===== src/rtl/sram_scan_pkg.sv =====
package sram_scan_pkg;
    localparam int SEL_W  = 4;
    localparam int ADDR_W = 16;
    localparam int DATA_W = 32;
    localparam int MASK_W = DATA_W / 8;
    localparam int SLOTS  = 16;

    typedef struct packed {
        logic [ADDR_W-1:0] addr;
        logic [DATA_W-1:0] data;
        logic              csb;
        logic              web;
        logic [MASK_W-1:0] mask;
    } port_cmd_t;

    typedef struct packed {
        logic [SEL_W-1:0] sel;
        port_cmd_t        p0;
        port_cmd_t        p1;
    } scan_pkt_t;

    localparam int PKT_W = $bits(scan_pkt_t);

    function automatic scan_pkt_t idle_pkt();
        scan_pkt_t r;
        r        = '0;
        r.p0.csb = 1'b1;
        r.p1.csb = 1'b1;
        return r;
    endfunction

    function automatic logic is_read(port_cmd_t c);
        return (!c.csb) && c.web;
    endfunction

    function automatic port_cmd_t capture(port_cmd_t c, logic [DATA_W-1:0] rd);
        port_cmd_t r;
        r = c;
        if (is_read(c)) r.data = rd;
        return r;
    endfunction
endpackage


===== src/rtl/sram_scan_cs_fanout.sv =====
module sram_scan_cs_fanout #(
    parameter int SLOTS = 16,
    parameter int SEL_W = 4
) (
    input  logic [SEL_W-1:0] sel,
    input  logic             cs_n,
    input  logic             drive,
    output logic [SLOTS-1:0] csb_o
);
    for (genvar g = 0; g < SLOTS; g++) begin : g_slot
        assign csb_o[g] = !(drive && (int'(sel) == g) && !cs_n);
    end
endmodule


===== src/rtl/sram_scan_rd_mux.sv =====
module sram_scan_rd_mux #(
    parameter int SLOTS  = 16,
    parameter int SEL_W  = 4,
    parameter int DATA_W = 32
) (
    input  logic [SLOTS*DATA_W-1:0] bus,
    input  logic [SEL_W-1:0]        sel,
    output logic [DATA_W-1:0]       word
);
    always_comb begin
        word = '0;
        for (int s = 0; s < SLOTS; s++) begin
            if (int'(sel) == s) word = bus[s*DATA_W +: DATA_W];
        end
    end
endmodule


===== src/rtl/sram_scan_pkt_reg.sv =====
module sram_scan_pkt_reg
    import sram_scan_pkg::*;
(
    input  logic              clk,
    input  logic              rst,
    input  logic              scan_en,
    input  logic              scan_in,
    input  logic              load_en,
    input  logic [DATA_W-1:0] rd0,
    input  logic [DATA_W-1:0] rd1,
    output scan_pkt_t         q,
    output logic              scan_out
);
    logic [PKT_W-1:0] qv;
    scan_pkt_t        nxt;

    assign qv       = q;
    assign scan_out = qv[PKT_W-1];

    always_comb begin
        nxt = q;
        if (scan_en) begin
            nxt = scan_pkt_t'({qv[PKT_W-2:0], scan_in});
        end else if (load_en) begin
            nxt.p0 = capture(q.p0, rd0);
            nxt.p1 = capture(q.p1, rd1);
        end
    end

    always_ff @(posedge clk) begin
        if (rst) q <= idle_pkt();
        else     q <= nxt;
    end

    assert_shift_R2: assert property (@(posedge clk) disable iff (rst)
        scan_en |=> (qv[0] == $past(scan_in)) && (qv[PKT_W-1:1] == $past(qv[PKT_W-2:0])));
    assert_hold_R7: assert property (@(posedge clk) disable iff (rst)
        (!scan_en && !load_en) |=> $stable(qv));
    assert_capture_p0_R6: assert property (@(posedge clk) disable iff (rst)
        (!scan_en && load_en && !q.p0.csb && q.p0.web) |=> (q.p0.data == $past(rd0)));
    assert_capture_p1_R6: assert property (@(posedge clk) disable iff (rst)
        (!scan_en && load_en && !q.p1.csb && q.p1.web) |=> (q.p1.data == $past(rd1)));
    assert_keep_p0_R7: assert property (@(posedge clk) disable iff (rst)
        (!scan_en && load_en && (q.p0.csb || !q.p0.web)) |=> $stable(q.p0.data));
    assert_keep_p1_R7: assert property (@(posedge clk) disable iff (rst)
        (!scan_en && load_en && (q.p1.csb || !q.p1.web)) |=> $stable(q.p1.data));
endmodule


===== src/rtl/sram_scan_ctrl.sv =====
module sram_scan_ctrl
    import sram_scan_pkg::*;
(
    input  logic                    clk,
    input  logic                    rst,
    input  logic                    scan_en,
    input  logic                    scan_in,
    input  logic                    apply_en,
    output logic                    scan_out,
    output logic [ADDR_W-1:0]       m0_addr,
    output logic [DATA_W-1:0]       m0_wdata,
    output logic                    m0_web,
    output logic [MASK_W-1:0]       m0_wmask,
    output logic [SLOTS-1:0]        m0_csb,
    output logic [ADDR_W-1:0]       m1_addr,
    output logic [DATA_W-1:0]       m1_wdata,
    output logic                    m1_web,
    output logic [MASK_W-1:0]       m1_wmask,
    output logic [SLOTS-1:0]        m1_csb,
    input  logic [SLOTS*DATA_W-1:0] m0_rdata_bus,
    input  logic [SLOTS*DATA_W-1:0] m1_rdata_bus
);
    scan_pkt_t         pkt;
    logic [DATA_W-1:0] rd0_word;
    logic [DATA_W-1:0] rd1_word;
    logic              drive;

    assign drive = apply_en && !scan_en;

    sram_scan_rd_mux #(.SLOTS(SLOTS), .SEL_W(SEL_W), .DATA_W(DATA_W)) u_rd0 (
        .bus(m0_rdata_bus), .sel(pkt.sel), .word(rd0_word));
    sram_scan_rd_mux #(.SLOTS(SLOTS), .SEL_W(SEL_W), .DATA_W(DATA_W)) u_rd1 (
        .bus(m1_rdata_bus), .sel(pkt.sel), .word(rd1_word));

    sram_scan_pkt_reg u_reg (
        .clk(clk), .rst(rst), .scan_en(scan_en), .scan_in(scan_in),
        .load_en(apply_en), .rd0(rd0_word), .rd1(rd1_word),
        .q(pkt), .scan_out(scan_out));

    sram_scan_cs_fanout #(.SLOTS(SLOTS), .SEL_W(SEL_W)) u_cs0 (
        .sel(pkt.sel), .cs_n(pkt.p0.csb), .drive(drive), .csb_o(m0_csb));
    sram_scan_cs_fanout #(.SLOTS(SLOTS), .SEL_W(SEL_W)) u_cs1 (
        .sel(pkt.sel), .cs_n(pkt.p1.csb), .drive(drive), .csb_o(m1_csb));

    assign m0_addr  = pkt.p0.addr;
    assign m0_wdata = pkt.p0.data;
    assign m0_web   = pkt.p0.web;
    assign m0_wmask = pkt.p0.mask;
    assign m1_addr  = pkt.p1.addr;
    assign m1_wdata = pkt.p1.data;
    assign m1_web   = pkt.p1.web;
    assign m1_wmask = pkt.p1.mask;

    assert_reset_R1: assert property (@(posedge clk)
        rst |=> ((&m0_csb) && (&m1_csb) && !scan_out));
    assert_idle_cs_R3: assert property (@(posedge clk) disable iff (rst)
        !apply_en |-> ((&m0_csb) && (&m1_csb)));
    assert_scan_first_R8: assert property (@(posedge clk) disable iff (rst)
        scan_en |-> ((&m0_csb) && (&m1_csb)));
    assert_one_slot_R4: assert property (@(posedge clk) disable iff (rst)
        $onehot0(~m0_csb) && $onehot0(~m1_csb));
endmodule


===== config.mk =====
export PLATFORM = sky130hd
export DESIGN_NAME = sram_scan_ctrl
export DESIGN_NICKNAME = d
export VERILOG_FILES = /design/src/rtl/sram_scan_pkg.sv /design/src/rtl/sram_scan_cs_fanout.sv /design/src/rtl/sram_scan_rd_mux.sv /design/src/rtl/sram_scan_pkt_reg.sv /design/src/rtl/sram_scan_ctrl.sv
export SDC_FILE = /design/constraint.sdc
export NUM_CORES = 1
export LEC_CHECK = 0
export BUFFER_PORTS_ARGS = -buffer_cell sky130_fd_sc_hd__buf_2
export CAP_MARGIN = 20
export CORE_AREA = 2 2 460 462
export DETAILED_ROUTE_END_ITERATION = 6
export DIE_AREA = 0 0 462 464
export REMOVE_ABC_BUFFERS = 1
export SLEW_MARGIN = 40
export SYNTH_ARGS = -nofsm -noshare
export SYNTH_HDL_FRONTEND = slang
export SYNTH_SLANG_ARGS = --single-unit

===== constraint.sdc =====
create_clock -name clk -period 3.8 [get_ports clk]
set_input_delay 0.19 -clock clk [delete_from_list [all_inputs] [get_ports clk]]
set_output_delay 0.19 -clock clk [all_outputs]
set_load 0.01 [all_outputs]

==> results.cfg <==
[run_status]
status = finished, final reports clean

[synth]
syn_inst = 2121
synth-main-ff-cell = dfxtp_1
synth.distinct_cells = 87
synth_top_cell_by_area = mux2i_1
ys_seq_area_share_pct = 14.12
synth_edf_count = 0
synth.area.top_cells = mux2i_1, dfxtp_1, a21oi_1
yosys.area.top_type_share_pct = 18.09
syn_area_sq_um = 15880
synth.avg_cell_area_sq_um = 7.487
synth_async_sr_flop_share_pct = 0
ys_seq_elements = 112
synth_warnings = 0

[route]
avgRoutedWirePerCell_um = 38.66
drtPass1Iterations = 6
via_count = 24550
totalWireLength_mm = 233.0
via_per_inst = 4.074
drt_iter0_markers = 2919
ant_nets = 0
drc = 0

[sta]
worst_pin_slew_ps = 873.3
holdWs_ps = 50.60
drv_slew = 0
period_needed_ps = 3336
slew_headroom_pct = 41.52
rsz0062_at_grt = false
skew_ps = 32.93
finalSetupViolCount = 0
min_period_over_period_pct = 87.79
max_freq_mhz = 299.8
finalHoldViolCount = 0

[final_layout]
final_cell_mix = buf_2, mux2i_1, a21oi_1
fin_util_pct = 12.09
regMostFlops = u_reg.q
drive_gt1_share_pct = 45.67
layout_commonest_cell = buf_2
nets = 4155
largest_register_ffs = 112
reg_top3 = u_reg.q x112
areaGrowthSynthToFinish_pct = 59.25
nFillCells = 24440

[cts]
clock_latency_ps = 490
cts_made_buffers = 9
cts_tree = done
cts_resized = 0
htreeDepth = 3
cts_sinks = 112
post-cts-setup-buffers = 0
clk_pin_slew_ps = 130
cts_root_buffer = clkbuf_16
holdBufCountCts = 8
clockBufferDepth = 2

[power_and_ir_drop]
switching_power_uw = 1685
sequentialPowerShare_pct = 32.2
report.power.total_uw = 4025
power_density_nw_per_um2 = 159.2
p_int_uw = 2340
swShare_pct = 41.87
ir_worst_vdd_v = 0.0002920
pwr-share-clk_pct = 31.9
p_leak_uw = 0.009734
share_comb_of_total_power_pct = 35.9

[setup_path]
crit_end = u_reg.q[6]
crit_arrival_ps = 3740
ff2ff_setup_slack_ps = 460
cp-startpoint = u_reg.q[110]
endpoint_kind = flop
worstSetupPathType = reg -> reg
worst_setup_path_start_kind = flop
worstReg2RegEnd = u_reg.q[6]
reg2reg_from = u_reg.q[110]
ff2ff_path_depth = 6
path_max_fanout = 35
required_ps = 4210

[floorplanning]
start_util_pct = 7.592
ios = 1168
fp.coreArea_sq_um = 209200
placementRows = 168
dieArea_sq_um = 214400
fp.dieW_um = 462
die_h_um = 464

[global_route]
grt_usage_pct = 20.71
grt_pass1_vias = 23780
grt_pass1_wl_mm = 281.2
antenna_found_initial = 234
gr-total-overflow = 0
grt_max_degree = 79

[min_path]
min_path_type = in -> reg

[place]
place.gp.congestion = 0.9800
port_buffers = 1167
hpwl_mm = 201.8

[run]
cap_viol_max_count = 0
==> worst min-delay path by stage <==
stage                                 start            to  slack, ps  cells past startpoint
after floorplan                         rst  u_reg.q[111]        260                      1
after global placement              scan_in    u_reg.q[0]        440                      3
after detailed placement            scan_in    u_reg.q[0]        440                      3
after CTS                 m0_rdata_bus[493]   u_reg.q[73]        0.8                      3
after global routing      m0_rdata_bus[494]   u_reg.q[74]         60                      3
final                     m0_rdata_bus[493]   u_reg.q[73]         50                      3
==> metrics by stage <==
step / setup WS [ps] / instance area (sq um) / setup TNS, ps / cells
global placement: 180.5 / 24650 / 0 / 5911
global route: 394.0 / 25200 / 0 / 5991
CTS: 346.3 / 25060 / 0 / 5936
detailed placement: 368.8 / 24670 / 0 / 5912
finish: 464.1 / 25290 / 0 / 6027
floorplan: -10030 / 13810 / -834290 / 1790
==> cells in the mapped netlist, types with 11 or more instances <==
cell type and count:
mux2i_1 287, a21oi_1 232, nor2_1 217, buf_4 145
o21ai_0 131, dfxtp_1 112, nand2_1 109, buf_2 81
o221ai_1 75, clkbuf_1 72, o22ai_1 70, a22oi_1 49
a2bb2oi_1 48, mux2_2 33, a211oi_1 30, a221o_1 25
nand3_1 24, a221oi_1 21, buf_6 21, a31oi_1 20
o211ai_1 20, o21ai_1 20, nand2b_1 19, o21a_1 19
nor2b_1 18, inv_1 14, nand3b_1 13, a22o_1 11
nor3_1 11
==> area by class of cell <==
class	count	area [sq um]	share of cell area, %
inverter	17	73.82	0.2919
timing repair buffer	1325	7256	28.69
antenna	91	227.7	0.9005
multi-input combinational	1661	11660	46.09
tap	2805	3510	13.88
sequential	112	2257	8.926
clock buffer	10	239.0	0.9450
clock inverter	6	68.82	0.2721
==> cells by family after synthesis <==
kind of cell           Yosys count  share of synthesized area (%)
AOI/OAI and AO/OA              869                          36.84
buffers and inverters          348                          13.43
DFF                            112                          14.12
muxes                          336                          22.20
and+or+nand+nor                456                          13.40
==> critical path: stages, from the launching register on <==
cell and delay [ps]:
dfxtp_4 860, and4_4 750, buf_4 280, a21oi_1 100, o211ai_1 320, o2111ai_1 570
a31oi_1 310
==> power by group through the flow <==
stage / clock network (uW) / registers (uW) / logic (uW)
finish: 1280 / 1300 / 1440
global route: 1370 / 1300 / 1520
CTS: 1360 / 1300 / 1450
detailed placement: 0 / 1330 / 1430
global placement: 0 / 1330 / 1440
floorplan: 0 / 1280 / 325
==> routing by layer <==
metal  vias to the layer above  track usage [%]  share of wire, %
li1                      10140                -                 -
met1                     11930            25.03                40
met2                      1878            34.00                46
met3                       483            6.136               9.3
met4                       126            8.452               4.4
met5                         -                0              0.36
(Power assumes the default switching activity.)
